$ cat src/rtl/smb_blk_pkg.sv
package smb_blk_pkg;
   localparam int BYTE_W = 8;

   typedef enum logic [2:0] {
      ST_IDLE,
      ST_ADDR,
      ST_CMD,
      ST_CNT,
      ST_WDATA,
      ST_RDATA,
      ST_IGNORE
   } blk_state_e;
endpackage

$ cat src/rtl/smb_line_filter.sv
module smb_line_filter #(
   parameter int SYNC_W   = 2,
   parameter int FILT_LEN = 3
) (
   input  logic clk,
   input  logic rst_n,
   input  logic line_i,
   output logic line_o
);
   if (SYNC_W < 2) begin : g_bad_sync
      $error("smb_line_filter: SYNC_W must be at least 2");
   end

   logic [SYNC_W-1:0] sync_q;

   always_ff @(posedge clk or negedge rst_n) begin
      if (!rst_n) sync_q <= '1;
      else        sync_q <= {sync_q[SYNC_W-2:0], line_i};
   end

   generate
      if (FILT_LEN < 2) begin : g_bypass
         assign line_o = sync_q[SYNC_W-1];
      end else begin : g_agree
         logic [FILT_LEN-1:0] win_q;
         logic                lvl_q;

         always_ff @(posedge clk or negedge rst_n) begin
            if (!rst_n) begin
               win_q <= '1;
               lvl_q <= 1'b1;
            end else begin
               win_q <= {win_q[FILT_LEN-2:0], sync_q[SYNC_W-1]};
               if (&win_q)       lvl_q <= 1'b1;
               else if (~|win_q) lvl_q <= 1'b0;
            end
         end
         assign line_o = lvl_q;
      end
   endgenerate
endmodule

$ cat src/rtl/smb_bus_events.sv
module smb_bus_events (
   input  logic clk,
   input  logic rst_n,
   input  logic scl_lvl,
   input  logic sda_lvl,
   output logic scl_rise,
   output logic scl_fall,
   output logic start_ev,
   output logic stop_ev
);
   logic scl_prev_q, sda_prev_q;

   always_ff @(posedge clk or negedge rst_n) begin
      if (!rst_n) begin
         scl_prev_q <= 1'b1;
         sda_prev_q <= 1'b1;
      end else begin
         scl_prev_q <= scl_lvl;
         sda_prev_q <= sda_lvl;
      end
   end

   assign scl_rise = !scl_prev_q && scl_lvl;
   assign scl_fall = scl_prev_q && !scl_lvl;
   assign start_ev = scl_prev_q && scl_lvl && sda_prev_q && !sda_lvl;
   assign stop_ev  = scl_prev_q && scl_lvl && !sda_prev_q && sda_lvl;
endmodule

$ cat src/rtl/smb_reg_bank.sv
module smb_reg_bank
   import smb_blk_pkg::*;
#(
   parameter  int NREG  = 8,
   localparam int PTR_W = $clog2(NREG)
) (
   input  logic                   clk,
   input  logic                   rst_n,
   input  logic                   wr_en,
   input  logic [PTR_W-1:0]       ptr,
   input  logic [BYTE_W-1:0]      wr_data,
   output logic [BYTE_W-1:0]      rd_data,
   output logic [NREG*BYTE_W-1:0] regs_flat
);
   logic [BYTE_W-1:0] view [NREG];

   for (genvar i = 0; i < NREG; i++) begin : g_reg
      logic [BYTE_W-1:0] q;
      always_ff @(posedge clk or negedge rst_n) begin
         if (!rst_n)                             q <= '0;
         else if (wr_en && ptr == PTR_W'(i))     q <= wr_data;
      end
      assign view[i]                         = q;
      assign regs_flat[i*BYTE_W +: BYTE_W]   = q;
   end

   assign rd_data = view[ptr];
endmodule

$ cat src/rtl/smb_blk_fsm.sv
module smb_blk_fsm
   import smb_blk_pkg::*;
#(
   parameter  int           NREG     = 8,
   parameter  logic [6:0]   DEV_ADDR = 7'h3A,
   localparam int           PTR_W    = $clog2(NREG)
) (
   input  logic              clk,
   input  logic              rst_n,
   input  logic              scl_rise,
   input  logic              scl_fall,
   input  logic              start_ev,
   input  logic              stop_ev,
   input  logic              sda_lvl,
   input  logic [BYTE_W-1:0] rd_data,
   output logic              sda_oe,
   output logic              wr_en,
   output logic [BYTE_W-1:0] wr_data,
   output logic [PTR_W-1:0]  ptr,
   output blk_state_e        state
);
   localparam logic [PTR_W-1:0] LAST    = PTR_W'(NREG - 1);
   localparam logic [3:0]       ACK_IDX = 4'd8;
   localparam logic [3:0]       END_IDX = 4'd9;

   blk_state_e        state_q;
   logic [3:0]        cnt_q;
   logic [BYTE_W-1:0] sh_q, tx_q;
   logic              ack_q, rw_q, mack_q, oe_q;
   logic [PTR_W-1:0]  ptr_q, ptr_inc;
   logic              addr_hit;
   logic [2:0]        bit_sel;

   assign ptr_inc  = (ptr_q == LAST) ? ptr_q : ptr_q + 1'b1;
   assign addr_hit = (sh_q[7:1] == DEV_ADDR);
   assign bit_sel  = 3'(4'd7 - cnt_q);

   always_ff @(posedge clk or negedge rst_n) begin
      if (!rst_n) begin
         state_q <= ST_IDLE;
         cnt_q   <= '0;
         sh_q    <= '0;
         tx_q    <= '0;
         ack_q   <= 1'b0;
         rw_q    <= 1'b0;
         mack_q  <= 1'b0;
         oe_q    <= 1'b0;
         ptr_q   <= '0;
      end else if (stop_ev) begin
         state_q <= ST_IDLE;
         cnt_q   <= '0;
         oe_q    <= 1'b0;
      end else if (start_ev) begin
         state_q <= ST_ADDR;
         cnt_q   <= '0;
         oe_q    <= 1'b0;
      end else if (state_q != ST_IDLE) begin
         if (scl_rise) begin
            if (cnt_q < ACK_IDX) begin
               sh_q <= {sh_q[BYTE_W-2:0], sda_lvl};
            end else if (cnt_q == ACK_IDX) begin
               mack_q <= ~sda_lvl;
               if (state_q == ST_RDATA && !sda_lvl) ptr_q <= ptr_inc;
            end
            if (cnt_q != END_IDX) cnt_q <= cnt_q + 4'd1;
         end else if (scl_fall) begin
            if (cnt_q == ACK_IDX) begin
               case (state_q)
                  ST_ADDR: begin
                     ack_q <= addr_hit;
                     oe_q  <= addr_hit;
                     if (addr_hit) begin
                        ptr_q <= '0;
                        rw_q  <= sh_q[0];
                     end
                  end
                  ST_CMD: begin
                     ack_q <= (sh_q == '0);
                     oe_q  <= (sh_q == '0);
                  end
                  ST_CNT: begin
                     ack_q <= 1'b1;
                     oe_q  <= 1'b1;
                  end
                  ST_WDATA: begin
                     ack_q <= 1'b1;
                     oe_q  <= 1'b1;
                     ptr_q <= ptr_inc;
                  end
                  default: begin
                     ack_q <= 1'b0;
                     oe_q  <= 1'b0;
                  end
               endcase
            end else if (cnt_q == END_IDX) begin
               cnt_q <= '0;
               oe_q  <= 1'b0;
               case (state_q)
                  ST_ADDR: begin
                     if (!ack_q) state_q <= ST_IGNORE;
                     else if (rw_q) begin
                        state_q <= ST_RDATA;
                        tx_q    <= rd_data;
                        oe_q    <= ~rd_data[7];
                     end else state_q <= ST_CMD;
                  end
                  ST_CMD:  state_q <= ack_q ? ST_CNT : ST_IGNORE;
                  ST_CNT:  state_q <= ST_WDATA;
                  ST_RDATA: begin
                     if (mack_q) begin
                        tx_q <= rd_data;
                        oe_q <= ~rd_data[7];
                     end else state_q <= ST_IGNORE;
                  end
                  default: ;
               endcase
            end else if (state_q == ST_RDATA && cnt_q != 4'd0) begin
               oe_q <= ~tx_q[bit_sel];
            end
         end
      end
   end

   assign wr_en   = scl_fall && (cnt_q == ACK_IDX) && (state_q == ST_WDATA)
                    && !start_ev && !stop_ev;
   assign wr_data = sh_q;
   assign ptr     = ptr_q;
   assign sda_oe  = oe_q;
   assign state   = state_q;
endmodule

$ cat src/rtl/smb_blk_slave.sv
module smb_blk_slave
   import smb_blk_pkg::*;
#(
   parameter int         NREG        = 8,
   parameter logic [6:0] DEV_ADDR    = 7'h3A,
   parameter int         SYNC_STAGES = 2,
   parameter int         FILT_LEN    = 3
) (
   input  logic                   clk,
   input  logic                   rst_n,
   input  logic                   scl_i,
   input  logic                   sda_i,
   output logic                   sda_oe_o,
   output logic [NREG*BYTE_W-1:0] regs_o
);
   localparam int PTR_W = $clog2(NREG);

   if (NREG < 2) begin : g_bad_depth
      $error("smb_blk_slave: NREG must be at least 2");
   end

   logic              scl_lvl, sda_lvl;
   logic              scl_rise, scl_fall, start_ev, stop_ev;
   logic              wr_en;
   logic [BYTE_W-1:0] wr_data, rd_data;
   logic [PTR_W-1:0]  ptr;
   blk_state_e        fsm_state;

   smb_line_filter #(.SYNC_W(SYNC_STAGES), .FILT_LEN(FILT_LEN)) u_scl_filt (
      .clk(clk), .rst_n(rst_n), .line_i(scl_i), .line_o(scl_lvl));

   smb_line_filter #(.SYNC_W(SYNC_STAGES), .FILT_LEN(FILT_LEN)) u_sda_filt (
      .clk(clk), .rst_n(rst_n), .line_i(sda_i), .line_o(sda_lvl));

   smb_bus_events u_events (
      .clk(clk), .rst_n(rst_n), .scl_lvl(scl_lvl), .sda_lvl(sda_lvl),
      .scl_rise(scl_rise), .scl_fall(scl_fall),
      .start_ev(start_ev), .stop_ev(stop_ev));

   smb_blk_fsm #(.NREG(NREG), .DEV_ADDR(DEV_ADDR)) u_fsm (
      .clk(clk), .rst_n(rst_n), .scl_rise(scl_rise), .scl_fall(scl_fall),
      .start_ev(start_ev), .stop_ev(stop_ev), .sda_lvl(sda_lvl),
      .rd_data(rd_data), .sda_oe(sda_oe_o), .wr_en(wr_en),
      .wr_data(wr_data), .ptr(ptr), .state(fsm_state));

   smb_reg_bank #(.NREG(NREG)) u_bank (
      .clk(clk), .rst_n(rst_n), .wr_en(wr_en), .ptr(ptr),
      .wr_data(wr_data), .rd_data(rd_data), .regs_flat(regs_o));
endmodule

$ cat config.mk
export PLATFORM = sky130hd
export DESIGN_NAME = smb_blk_slave
export DESIGN_NICKNAME = d
export VERILOG_FILES = /design/src/rtl/smb_blk_pkg.sv /design/src/rtl/smb_line_filter.sv /design/src/rtl/smb_bus_events.sv /design/src/rtl/smb_reg_bank.sv /design/src/rtl/smb_blk_fsm.sv /design/src/rtl/smb_blk_slave.sv
export SDC_FILE = /design/constraint.sdc
export NUM_CORES = 1
export LEC_CHECK = 0
export ABC_CLOCK_PERIOD_IN_PS = 2800
export BUFFER_PORTS_ARGS = -buffer_cell sky130_fd_sc_hd__buf_2
export CAP_MARGIN = 0
export CORE_ASPECT_RATIO = 0.9
export CORE_MARGIN = 2
export CORE_UTILIZATION = 50
export CTS_BUF_LIST = sky130_fd_sc_hd__clkbuf_4
export DETAILED_ROUTE_END_ITERATION = 10
export MAX_ROUTING_LAYER = met4
export PLACE_DENSITY = 0.7
export SYNTH_ARGS = -nofsm -noshare
export SYNTH_HDL_FRONTEND = slang
export SYNTH_SLANG_ARGS = --single-unit
$ cat constraint.sdc
create_clock -name clk -period 2.8 [get_ports clk]
set_input_delay 0.14 -clock clk [delete_from_list [all_inputs] [get_ports clk]]
set_output_delay 0.14 -clock clk [all_outputs]
set_load 0.005 [all_outputs]
==> out/summary.txt, run 1 <==
status = finished, final reports clean
Synth top area share = 44.67%
Vias = 3,433
CP Buf/Inv Count = 0
area of the core = 10,250 µm²
worst r2r path cells = 5
multiplexer share of the synthesized area = 27.06%
placer congestion estimate = 0.8797
clk root buf = clkbuf_4
Post-Syn Instances = 393
Synth Register Bits = 108
Die Wd = 112.2 µm
crit-path max FO = 11
CP delay by family, top = simple AND/OR/NAND/NOR gates
Worst setup EP type = flip-flop
Max Freq = 0.3876 GHz
internal power = 2.069 mW
GRT Overall Usage = 22.89%
CTS clock-pin slew for the worst setup and hold paths = 180 ps
reg-to-reg slack, setup = 220 ps
number of CTS-inserted buffers = 9
Worst setup SP type = flip-flop
final hold violations = 0
post-route ant nets = 0
Finished Layout Cells = 586
leakage = 2.953 nW
Die Area = 11,370 µm²
Seq. cell area = 2720 µm²
Post-DP Area = 5683 µm²
Synth Area in Adders = 2.376%
Critical R2R Launch = u_fsm.cnt_q[2]
critical-path cell list = nor4b_2 > nand2_1 > nor4b_2 > and2_1 > mux2_2
critical path depth = 5
Die H = 101.4 µm
Post-Syn Nets = 407
vias in the first global route = 3,442
post-synthesis sequential area ratio = 51.65%
Setup Skew = 28.93 ps
largest cells by area after synthesis = dfrtp_1, mux2_2, mux4_2, dfstp_2, mux2_4
CTS tree = yes
Synth top cells by count = dfrtp_1, mux2_2, nor2_1
Tot Pwr = 3.006 mW
Worst-Skew Late Latency = 460 ps
Post-CTS Setup Repair Bufs = 0
Overflow after GRT = 0
Final min period = 2580 ps
Tightest Pin Transition = 534.9 ps
Reg-to-Reg End = u_bank.g_reg[0].q[1]
combinational share of power = 9.6%
Starting DRT DRC Count = 215
IO Count = 69
crit path to = u_bank.g_reg[0].q[1]
total clock sinks = 108
final worst-path cycle share = 92.14%
Synth Area in Compound Gates = 5.488%
Port-buffer cells = 68
Setup violations, final = 0
Post-Synth XOR/XNOR Area = 0.1663%
MaxCap Viol Count = 0
Crit-path slowest cell = dfrtp_1
Post-Place Cells = 567
Initial Utilization = 51.39%
DR vias/cell = 5.858
count leader, synth = dfrtp_1
Hold Buf Count CTS = 3
Finished Cell Area = 5873 µm²
Pwr Density = 511.8 nW/µm²
setup_tns = 0 ps
Synth Area per Inst = 13.40 µm²
power share of the clock group = 28.6%
Worst slew margin = 64.07%
Fillers = 876
H-tree depth = 3
origin of the worst setup path = u_fsm.cnt_q[2]
share of cells above drive strength 1 = 42.45%
row cnt = 35
Arr. time, crit path = 2940 ps
Nets = 466
CP Class = reg -> reg
most frequent CP cell = nor4b_2
initial antenna violation count = 0
main combinational cell family by area after synthesis = multiplexers
Hold WC Path Type = in -> async
Post-Syn Area = 5266 µm²
CTS Buffer Depth = 2
Slew Limit Fails = 0
sw frac = 31.17%
hpwl dp = 8435 µm
Syn-to-layout area delta = 11.52%
# DRC = 0
Top FF cell, synth = dfrtp_1
Seq pwr share = 61.8%
synth unique cells = 52
crit-path max cell delay = 540 ps
largest net degree at the start of global routing = 84
Post-synth EDFFs = 0
RSZ-0062 raised after global routing = no
DR WL/cell = 20.35 µm
post-CTS sizing = 0
Worst Path Required = 3160 ps
total wire length = 11,920 µm
P_sw = 0.9369 mW
async set or reset register ratio after synthesis = 100.0%
area of the multi-input gates = 2367 µm²
area leader, netlist = dfrtp_1
Simple-Gate Fraction of Synth Area = 9.860%
maximum VDD drop = 0.0002457 V
DR pass1 iterations = 4
Yosys warning total = 0
utilization after layout = 57.31%
first-pass GRT wire length = 19,440 µm
# diodes = 0
per-layer routing:
layer  track usage (%)  vias to the layer above  part of all wire, %
li1                  -                     1544                    -
met1             33.06                     1785                   46
met2             34.85                       93                   49
met3             3.232                       11                  4.4
met4             5.441                        0                  1.1
met5                 -                        -                    0
worst min-delay path by stage:
stage           from                    to  slack [ps]  depth (start not counted)
2_1_floorplan  rst_n  u_bank.g_reg[0].q[0]        -160                          0
3_3_place_gp   rst_n            u_fsm.rw_q          80                          1
3_5_place_dp   rst_n        u_fsm.state[2]          90                          1
4_1_cts        rst_n        u_fsm.state[1]         100                          2
5_1_grt        rst_n  u_bank.g_reg[4].q[6]         110                          2
6_report       rst_n        u_fsm.state[1]         110                          2
power by group through the flow:
stage | combinational (mW) | sequential [mW] | clock, mW
floorplan | 0.321 | 1.71 | 0
global placement | 0.276 | 1.88 | 0
detailed placement | 0.287 | 1.89 | 0
CTS | 0.290 | 1.86 | 0.892
global route | 0.326 | 1.88 | 0.957
finish | 0.288 | 1.86 | 0.860
logic make-up after synthesis:
logic type / Yosys count
simple gates: 85
flops: 108
fa+ha+maj: 10
xor+xnor: 1
mux: 103
compound gates: 48
buf+inv: 38
state kept, by name, indices dropped and copies added, names as in the netlist, 2 cells and up:
register                  flops
u_fsm.tx_q                    8
u_fsm.ptr                     3
u_scl_filt.g_agree.win_q      3
u_fsm.cnt_q                   4
u_fsm.state                   3
u_sda_filt.sync_q             2
u_scl_filt.sync_q             2
u_sda_filt.g_agree.win_q      3
u_bank.g.q                   64
u_fsm.wr_data                 8
stage by stage:
stage                     hold WS (ps)  setup WS [ps]
after global routing             106.1          25.72
after CTS                        100.7          243.7
after global placement           77.93          373.8
after detailed placement         92.61          277.4
final                            107.8          220.0
after floorplan                 -155.6          736.3
placed cells by master, fill, tap and decap left out, types with 6 or more instances in the layout:
| cell | instances |
|---|---|
| mux4_2 | 18 |
| nand2_1 | 12 |
| buf_2 | 67 |
| nand3b_1 | 6 |
| buf_4 | 6 |
| nor3_1 | 8 |
| a21oi_1 | 19 |
| inv_1 | 9 |
| mux2i_1 | 10 |
| nor2_1 | 21 |
| dfrtp_1 | 94 |
| mux2_4 | 20 |
| mux2_1 | 14 |
| ha_1 | 10 |
| dfstp_2 | 14 |
| clkbuf_4 | 9 |
| mux2_2 | 41 |
| o21ai_0 | 12 |
worst register-to-register path, cell delays in order, from the launching register on:
cell     delay (ps)
dfrtp_1         540
nor4b_2         520
nand2_1         150
nor4b_2         370
and2_1          500
mux2_2          400
layout make-up:
class                           instances  area share, %
Clock inverter                          7          1.576
Tap cell                              129          2.748
Inverter                                9         0.5752
Multi-Input combinational cell        247          40.31
Sequential cell                       108          46.31
Clock buffer                            9          1.150
Timing Repair Buffer                   77          7.329
Power figures use the tool's default switching activity.
==> inputs of run 2 (changes only) <==
ABC_AREA = 1   (was unset)
CORE_ASPECT_RATIO = 0.8   (was 0.9)
PLACE_DENSITY = 0.69   (was 0.7)
==> run 2 against run 1 <==
Core utilization rose by 0.70 points; global-route usage rose by 1.9 points; design area rose by 2.4%; setup slack improved by 550 ps; via count rose by 34%; non-clock buffer count rose by 1; wire length rose by 12%; synthesized area rose by 2.1%; sequential power fell by 10%; register-to-register slack improved by 550 ps; critical path type unchanged; largest cell class unchanged.
==> out/summary.txt, run 2 <==
Hold WC Path Type = in -> async
Largest register FFs = 64 (unchanged)
synth unique cells = 38 (-27%)
vias in the first global route = 4,277 (+24%)
Nets = 708 (+52%)
row cnt = 33 (-5.7%)
Fillers = 964 (+10%)
count leader, synth = nand2_1
Top FF cell, synth = dfrtp_1
Finished Layout Cells = 839 (+43%)
maximum VDD drop = 0.0003940 V (+60%)
total wire length = 13,390 µm (+12%)
Post-Syn Area = 5379 µm² (+2.1%)
Synth Area per Inst = 8.565 µm² (-36%)
CTS tree = yes
Post-synth EDFFs = 0 (unchanged)
final worst-path cycle share = 72.54% (-20 points)
largest net degree at the start of global routing = 68 (-19%)
Vias = 4,597 (+34%)
DR WL/cell = 15.96 µm (-22%)
post-CTS sizing = 0 (unchanged)
final hold violations = 0 (unchanged)
Synth Register Bits = 108 (unchanged)
Post-DP Area = 5838 µm² (+2.7%)
CTS Buffer Depth = 2 (unchanged)
post-route ant nets = 0 (unchanged)
Post-Syn Nets = 642 (+58%)
CP Class = reg -> reg
Largest Register = u_bank.g.q
Arr. time, crit path = 2450 ps (-490 ps)
initial antenna violation count = 0 (unchanged)
# DRC = 0 (unchanged)
# diodes = 0 (unchanged)
Worst slew margin = 63.29% (-0.78 points)
Synth top area share = 43.73% (-0.94 points)
share of cells above drive strength 1 = 21.46% (-21 points)
Post-Place Cells = 820 (+45%)
hpwl dp = 9636 µm (+14%)
first-pass GRT wire length = 22,110 µm (+14%)
area of the core = 10,360 µm² (+1.1%)
RSZ-0062 raised after global routing = no
Initial Utilization = 51.90% (+0.51 points)
crit-path max FO = 19 (+8)
Worst setup EP type = flip-flop
Tightest Pin Transition = 550.7 ps (+15.79 ps)
Post-Syn Instances = 628 (+60%)
Final min period = 2031 ps (-548.8 ps)
Setup Skew = 25.38 ps (-3.546 ps)
Finished Cell Area = 6012 µm² (+2.4%)
number of CTS-inserted buffers = 9 (unchanged)
most common cell after layout, fill and taps aside = nand2_1
Die Area = 11,610 µm² (+2.1%)
GRT Overall Usage = 24.75% (+1.9 points)
setup_tns = 0 ps (unchanged)
async set or reset register ratio after synthesis = 100.0% (unchanged)
Syn-to-layout area delta = 11.77%
Hold Buf Count CTS = 3 (unchanged)
total clock sinks = 108 (unchanged)
Starting DRT DRC Count = 434 (+100%)
DR vias/cell = 5.479 (-6.5%)
post-synthesis sequential area ratio = 50.57% (-1.1 points)
area leader, netlist = dfrtp_1
Worst-Skew Late Latency = 470 ps (about the same)
status = finished, final reports clean
CTS clock-pin slew for the worst setup and hold paths = 170 ps (about the same)
Port-buffer cells = 68 (unchanged)
Tot Pwr = 2.784 mW (-7.4%)
Hold Slack = 174.9 ps (+67.12 ps)
DR pass1 iterations = 5 (+1)
Post-CTS Setup Repair Bufs = 0 (unchanged)
Slew Limit Fails = 0 (unchanged)
placer congestion estimate = 0.9777 (+11%)
Die Wd = 120.0 µm (+6.9%)
commonest non-fill, non-tap cells in the layout = nand2_1, o21ai_0, dfrtp_1, buf_2, nor2_1
MaxCap Viol Count = 0 (unchanged)
H-tree depth = 3 (unchanged)
Die H = 96.77 µm (-4.5%)
Overflow after GRT = 0 (unchanged)
Pwr Density = 463.0 nW/µm² (-9.5%)
Worst setup SP type = flip-flop
Yosys warning total = 0 (unchanged)
leakage = 3.088 nW (+4.6%)
Max Freq = 0.4923 GHz (+27%)
Setup violations, final = 0 (unchanged)
Synth top cells by count = nand2_1, o21ai_0, dfrtp_1
clk root buf = clkbuf_4
IO Count = 69 (unchanged)
largest cells by area after synthesis = dfrtp_1, nand2_1, o21ai_0, dfstp_2, nor2_1
Worst Path Required = 3220 ps (+60 ps)
## run 2: per-layer routing
layer	share of wire, %	track usage, %	vias to the layer above
met3	6.8	4.717	17
met5	0	-	-
li1	-	-	2208
met1	48	37.65	2193
met2	44	34.31	179
met4	1.4	5.611	0
## run 2: final timing paths
path,start,endpoint,slack [ps],depth (start not counted)
min reg2reg,u_sda_filt.sync_q[1],u_sda_filt.g_agree.win_q[0],370,0
max,u_fsm.ptr[0],u_fsm.ptr[0],770,7
min in group clk,scl_i,u_scl_filt.sync_q[0],310,2
min,rst_n,u_bank.g_reg[0].q[6],170,2
max reg2reg,u_fsm.ptr[0],u_fsm.ptr[0],770,7
max in group asynchronous,rst_n,u_sda_filt.g_agree.win_q[1],1820,3
## run 2: cell families (layout without fill, tap and decap cells)
| group | Yosys count | in the layout | share of synthesized area, % |
|---|---|---|---|
| mux | 1 | 1 | 0.1861 |
| simple gates | 301 | 301 | 26.75 |
| fa+ha+maj | 10 | 10 | 2.326 |
| buf+inv | 66 | 137 | 5.327 |
| compound gates | 140 | 140 | 14.51 |
| flops | 108 | 108 | 50.57 |
| xor+xnor | 2 | 2 | 0.3257 |
## run 2: final cells by class
cell class / instances / area, µm² / area share (%)
timing repair buffer: 78 / 437.9 / 7.284
clock buffer: 13 / 97.59 / 1.623
clock inverter: 3 / 46.29 / 0.7700
sequential: 108 / 2720 / 45.24
inverter: 43 / 162.7 / 2.706
multi-input combinational: 454 / 2372 / 39.46
tap: 140 / 175.2 / 2.914
## run 2: per-stage QoR
| stage | utilization [%] | setup slack (ps) |
|---|---|---|
| final | 58.01 | 768.8 |
| after global routing | 58.01 | 553.4 |
| after CTS | 58.01 | 781.5 |
| after detailed placement | 56.33 | 822.5 |
| after global placement | 56.33 | 832.3 |
| after floorplan | - | 996.4 |
## run 2: power by group
group / internal [mW] / switching, mW
Sequential: 1.61 / 0.0521
Clock: 0.317 / 0.504
Combinational: 0.0819 / 0.215
Total: 2.01 / 0.771
## run 2: worst max-delay path, cell delays in order, from the launching register on
cell,delay [ps]
dfrtp_1,720
buf_4,330
ha_1,340
nand2_1,150
xor2_1,160
a21oi_1,130
nand3_1,90
nand2_1,70
